$ cat config.mk
export PLATFORM = sky130hd
export DESIGN_NAME = irq_group_combiner
export DESIGN_NICKNAME = d
export VERILOG_FILES = /design/src/rtl/irq_comb_pkg.sv /design/src/rtl/irq_comb_sync.sv /design/src/rtl/irq_comb_bank.sv /design/src/rtl/irq_group_combiner.sv
export SDC_FILE = /design/constraint.sdc
export NUM_CORES = 1
export LEC_CHECK = 0
export ABC_AREA = 1
export BUFFER_PORTS_ARGS = -buffer_cell sky130_fd_sc_hd__buf_2
export CORE_MARGIN = 2
export CORE_UTILIZATION = 51
export DETAILED_ROUTE_END_ITERATION = 8
export PLACE_DENSITY = 0.73
export SLEW_MARGIN = 20
export SYNTH_ARGS = -nofsm -noshare
export SYNTH_HDL_FRONTEND = slang
export SYNTH_SLANG_ARGS = --single-unit
export TNS_END_PERCENT = 30
$ cat constraint.sdc
create_clock -name clk -period 0.9 [get_ports clk]
set_input_delay 0.09 -clock clk [delete_from_list [all_inputs] [get_ports clk]]
set_output_delay 0.09 -clock clk [all_outputs]
set_load 0.1 [all_outputs]
$ cat src/rtl/irq_comb_pkg.sv
package irq_comb_pkg;
  localparam int WORD_W = 32;
  localparam int LANE_W = 8;
  localparam int LANES  = WORD_W / LANE_W;

  localparam logic [3:0] OFF_SET    = 4'h0;
  localparam logic [3:0] OFF_CLR    = 4'h4;
  localparam logic [3:0] OFF_STATUS = 4'hC;

  // Next enable word after an optional set and an optional clear.
  function automatic logic [WORD_W-1:0] next_enable(
    input logic [WORD_W-1:0] cur,
    input logic [WORD_W-1:0] data,
    input logic              do_set,
    input logic              do_clr
  );
    logic [WORD_W-1:0] r;
    r = cur;
    if (do_set) r = r | data;
    if (do_clr) r = r & ~data;
    return r;
  endfunction

  // OR reduction of one byte lane.
  function automatic logic lane_any(
    input logic [WORD_W-1:0] word,
    input int                lane
  );
    return |word[lane*LANE_W +: LANE_W];
  endfunction
endpackage

$ cat src/rtl/irq_comb_sync.sv
module irq_comb_sync #(
  parameter int W = 32
) (
  input  logic         clk,
  input  logic         rst_n,
  input  logic [W-1:0] d,
  output logic [W-1:0] q
);
  logic [W-1:0] stage1;
  logic [W-1:0] stage2;

  always_ff @(posedge clk or negedge rst_n) begin
    if (!rst_n) begin
      stage1 <= '0;
      stage2 <= '0;
    end else begin
      stage1 <= d;
      stage2 <= stage1;
    end
  end

  assign q = stage2;
endmodule

$ cat src/rtl/irq_comb_bank.sv
module irq_comb_bank
  import irq_comb_pkg::*;
(
  input  logic              clk,
  input  logic              rst_n,
  input  logic              we,
  input  logic [3:0]        off,
  input  logic [WORD_W-1:0] wdata,
  input  logic [WORD_W-1:0] raw,
  output logic [WORD_W-1:0] rdata,
  output logic [WORD_W-1:0] en_q,
  output logic [LANES-1:0]  irq
);
  logic [WORD_W-1:0] synced;
  logic [WORD_W-1:0] status;
  logic              set_hit;
  logic              clr_hit;

  irq_comb_sync #(.W(WORD_W)) sync_i (
    .clk   (clk),
    .rst_n (rst_n),
    .d     (raw),
    .q     (synced)
  );

  assign set_hit = we && (off == OFF_SET);
  assign clr_hit = we && (off == OFF_CLR);

  always_ff @(posedge clk or negedge rst_n) begin
    if (!rst_n) en_q <= '0;
    else        en_q <= next_enable(en_q, wdata, set_hit, clr_hit);
  end

  assign status = synced & en_q;

  for (genvar g = 0; g < LANES; g++) begin : g_lane
    assign irq[g] = lane_any(status, g);
  end

  always_comb begin
    unique case (off)
      OFF_SET, OFF_CLR: rdata = en_q;
      OFF_STATUS:       rdata = status;
      default:          rdata = '0;
    endcase
  end
endmodule

$ cat src/rtl/irq_group_combiner.sv
module irq_group_combiner
  import irq_comb_pkg::*;
#(
  parameter int NUM_BANKS = 2,
  localparam int BANK_W   = (NUM_BANKS > 1) ? $clog2(NUM_BANKS) : 1,
  localparam int ADDR_W   = BANK_W + 4
) (
  input  logic                        clk,
  input  logic                        rst_n,
  input  logic [ADDR_W-1:0]           reg_addr,
  input  logic [WORD_W-1:0]           reg_wdata,
  input  logic                        reg_we,
  output logic [WORD_W-1:0]           reg_rdata,
  input  logic [NUM_BANKS*WORD_W-1:0] src_level,
  output logic [NUM_BANKS*LANES-1:0]  grp_irq
);
  logic [BANK_W-1:0]           bank_sel;
  logic [3:0]                  off;
  logic [NUM_BANKS*WORD_W-1:0] en_all;   // brought out for the checker
  logic [NUM_BANKS*WORD_W-1:0] rd_all;
  logic [NUM_BANKS-1:0]        bank_hit;

  assign bank_sel = reg_addr[ADDR_W-1:4];
  assign off      = reg_addr[3:0];

  for (genvar b = 0; b < NUM_BANKS; b++) begin : g_bank
    assign bank_hit[b] = (bank_sel == BANK_W'(b));

    irq_comb_bank bank_i (
      .clk   (clk),
      .rst_n (rst_n),
      .we    (reg_we && bank_hit[b]),
      .off   (off),
      .wdata (reg_wdata),
      .raw   (src_level[b*WORD_W +: WORD_W]),
      .rdata (rd_all[b*WORD_W +: WORD_W]),
      .en_q  (en_all[b*WORD_W +: WORD_W]),
      .irq   (grp_irq[b*LANES +: LANES])
    );
  end

  always_comb begin
    reg_rdata = '0;
    for (int b = 0; b < NUM_BANKS; b++)
      if (bank_hit[b]) reg_rdata = rd_all[b*WORD_W +: WORD_W];
  end
endmodule

==> flow_summary_export.csv <==
group,metric,value,unit
outcome,status,"complete, but fails checks",
outcome,violations,"setup timing",
drt,wire_per_inst,15.9,um
die,std_cell_rows,47,
final_layout,final_layout_size_suffix_gt1_share,35.0,%
drt,via_count,8520,
die,io_pins,144,
die,die_y,133,um
synth,ys_warn_count,0,
grt,overflow,0,
drt,dr.pass1.iters,6,
synth,synth_simple_gate_area_share,32.1,%
power,p_sw,8.17,mW
synth,synth_compound_area_share,2.34,%
synth,synth_top_family_by_area,"simple AND/OR/NAND/NOR gates",
final_layout,finalNonFillerCells,1626,
placed_design,pre_cts_ws,-459,ps
critical_path,rr_worst_depth,7,
run,cap_violations,0,
drt,initialDrtViolationCount,722,
drt,viasPerCell,5.24,
grt,grt_max_degree,48,
die,core,0.0165,mm^2
sta,finalCritPeriodShare,177,%
power,p_seq_share,40.6,%
critical_path,rrSetupSlack,-180,ps
min_path,hold_class,"in2async",
final_layout,num-nets-final,1497,
power,vdd_drop_max,1.59,mV
critical_path,cp_max_fo,2,
critical_path,slowest_stage,"dfrtp_1",
power,clkPwrFrac,29.0,%
clock_tree,clock-sinks,192,
synth,syn-num-nets,1167,
critical_path,start_kind,"flop",
synth,muxShareOfSynthArea,0,%
clock_tree,cts_root_buf,"clkbuf_16",
sta,worst_pin_slew,301,ps
clock_tree,clk_latency,430,ps
final_layout,diodes,0,
placed_design,finalWeightedCongestion,0.868,
placed_design,portBuffers,143,
sta,grt_setup_unrepaired,"yes",
power,power_per_cell_area,1870,mW/mm^2
drt,drtAntennaViolNets,0,
critical_path,arrival,1510,ps
power,p_int,16.9,mW
synth,synth_cell_type_count,17,
synth,synthTopCellsByArea,"dfrtp_1, nand2_1, inv_1",
synth,synth_xor_area_share,0,%
sta,finalSetupTns,-24250,ps
clock_tree,cts_tree,"built",
critical_path,path_cells,"nand2_1, nand4_1, nand3b_1, buf_12",
clock_tree,cts_buffer_depth,2,
synth,synth_area,0.00855,mm^2
placed_design,place_inst,1476,
grt,grt_pass1_wl,41.7,mm
synth,postSynthAreaPerCell,8.04,um^2
synth,ys_ff_latch,192,
placed_design,post-dp-hpwl,15.2,mm
sta,final_hold_viol_count,0,
sta,fin_skew,11.3,ps
sta,slew_viol_final,0,
synth,synth_cells,1063,
die,die-area,0.0178,mm^2
sta,finalCriticalPeriod,1600,ps
clock_tree,cts.clk_slew.worst_paths,80,ps
power,swShare,32.5,%
clock_tree,numCtsBuffers,17,
sta,finalWorstSetupSlack,-695,ps
critical_path,slowest_delay,400,ps
clock_tree,cts_max_level,4,
sta,relSlewSlack,79.9,%
synth,yosysSeqAreaShare,56.2,%
grt,antenna_found_initial,0,
critical_path,endpoint_kind,"primary output",
critical_path,worst-setup-path-type,"reg2out",
power,p_leak,6.98,nW
synth,yosys.area.top_type,"dfrtp_1",
sta,hold_slack,100,ps
critical_path,required,810,ps
grt,grt_pass1_vias,8753,
synth,synth_top_cell_area_share,56.2,%
die,initial_core_util,51.9,%
sta,max_freq,0.627,GHz
final_layout,area_delta_synth_final,57.5,%
synth,synthAdderAreaFrac,0,%
drt,drc,0,
grt,grt_use_total,29.6,%
drt,routed_wirelength,25.9,mm
die,die_w,133,um
power,p_comb_share,30.4,%
sta,setup_viol,65,
[what timing repair did]
| item | in CTS | in global routing |
|---|---|---|
| endpoints found under the hold margin | 315 | 0 |
| gates resized for setup | 166 | 92 |
| buffers inserted | 10 | 11 |
| setup endpoints to repair | 65 | 72 |
| pin swaps | 100 | 63 |
| hold buffers | 97 | 0 |
[metrics by stage]
step           instance area, um^2  total power [mW]  utilization [%]
2_1_floorplan                 8870              13.5                -
3_3_place_gp                 11000              15.8             67.1
3_5_place_dp                 11000              16.0             67.1
4_1_cts                      13100              24.6             79.6
5_1_grt                      13500              26.2             81.7
6_report                     13500              25.1             81.7
[kinds of logic (layout without fill, tap and decap cells)]
| logic type | count (synthesis) | count (layout) |
|---|---|---|
| buf+inv | 193 | 536 |
| flops | 192 | 192 |
| simple gates | 638 | 638 |
| compound gates | 40 | 40 |
[layout by cell type, fill, tap and decap left out]
master	instances
o21ai_2	1
buf_4	55
nand3_2	1
a21oi_1	33
nand3_1	99
inv_4	14
nand2_2	86
nor2_4	15
clkbuf_16	17
or2_4	5
nand2_1	241
nand3_4	1
inv_6	7
inv_8	2
buf_2	102
inv_2	20
buf_6	60
clkinv_2	2
nand2_8	10
nand2_4	16
a21oi_2	2
nor2_2	16
a21oi_4	1
dfrtp_2	1
nand4_1	75
inv_12	1
clkinv_4	1
dlygate4sd3_1	97
inv_1	100
nand3b_1	1
dfrtp_1	191
clkbuf_1	2
buf_12	51
nor2_1	72
clkbuf_8	1
bufinv_16	1
clkinvlp_4	3
o21ai_1	3
[worst max-delay path, delay by kind of cell, from the launching register on]
kind	cells	cell delay, ps
flip-flops	1	400
AND/OR/NAND/NOR	3	480
buffers and inverters	1	200
[cell type report]
cell class	instances	area (um^2)
clock buffers	19	433
clock inverters	13	129
fillers	954	3010
inverters	138	581
multi-input cells	678	3630
flip-flops and latches	192	4810
well taps	220	275
repair buffers	366	3600
[cell usage after synthesis]
cell	n
nand3_1	101
buf_4	8
dfrtp_1	192
or2_2	5
clkbuf_1	10
nand2_1	353
a21oi_1	36
nor2_2	1
inv_2	1
buf_2	35
nor2_4	2
inv_1	137
nand4_1	75
buf_1	2
nand3b_1	1
nor2_1	100
o21ai_0	4
[power groups by stage]
| stage | registers, mW | clock network, mW | logic, mW |
|---|---|---|---|
| 3_5_place_dp | 10.2 | 0 | 5.73 |
| 5_1_grt | 10.3 | 7.75 | 8.17 |
| 3_3_place_gp | 10.2 | 0 | 5.63 |
| 2_1_floorplan | 10.1 | 0 | 3.34 |
| 6_report | 10.2 | 7.29 | 7.62 |
| 4_1_cts | 10.1 | 7.39 | 7.07 |
[metal layers]
metal | wire length, um | track usage [%] | share of wire [%]
met5 | 0 | 0 | 0
met4 | 427 | 9.52 | 1.6
met3 | 1560 | 4.68 | 6.0
met2 | 13800 | 54.1 | 53
met1 | 10100 | 35.9 | 39
[how the worst max path moves through the flow]
stage / depth (start not counted) / slack, ps / endpoint / startpoint
after global placement: 10 / -400 / reg_rdata[16] / reg_addr[1]
after floorplan: 3 / -500 / grp_irq[6] / flop
after CTS: 4 / -690 / grp_irq[6] / flop
after detailed placement: 10 / -460 / reg_rdata[12] / reg_addr[1]
final: 4 / -700 / grp_irq[6] / g_bank[1].bank_i.sync_i.q[16]
after global routing: 4 / -750 / grp_irq[7] / flop
No activity file was read; power rests on OpenSTA's default activity.
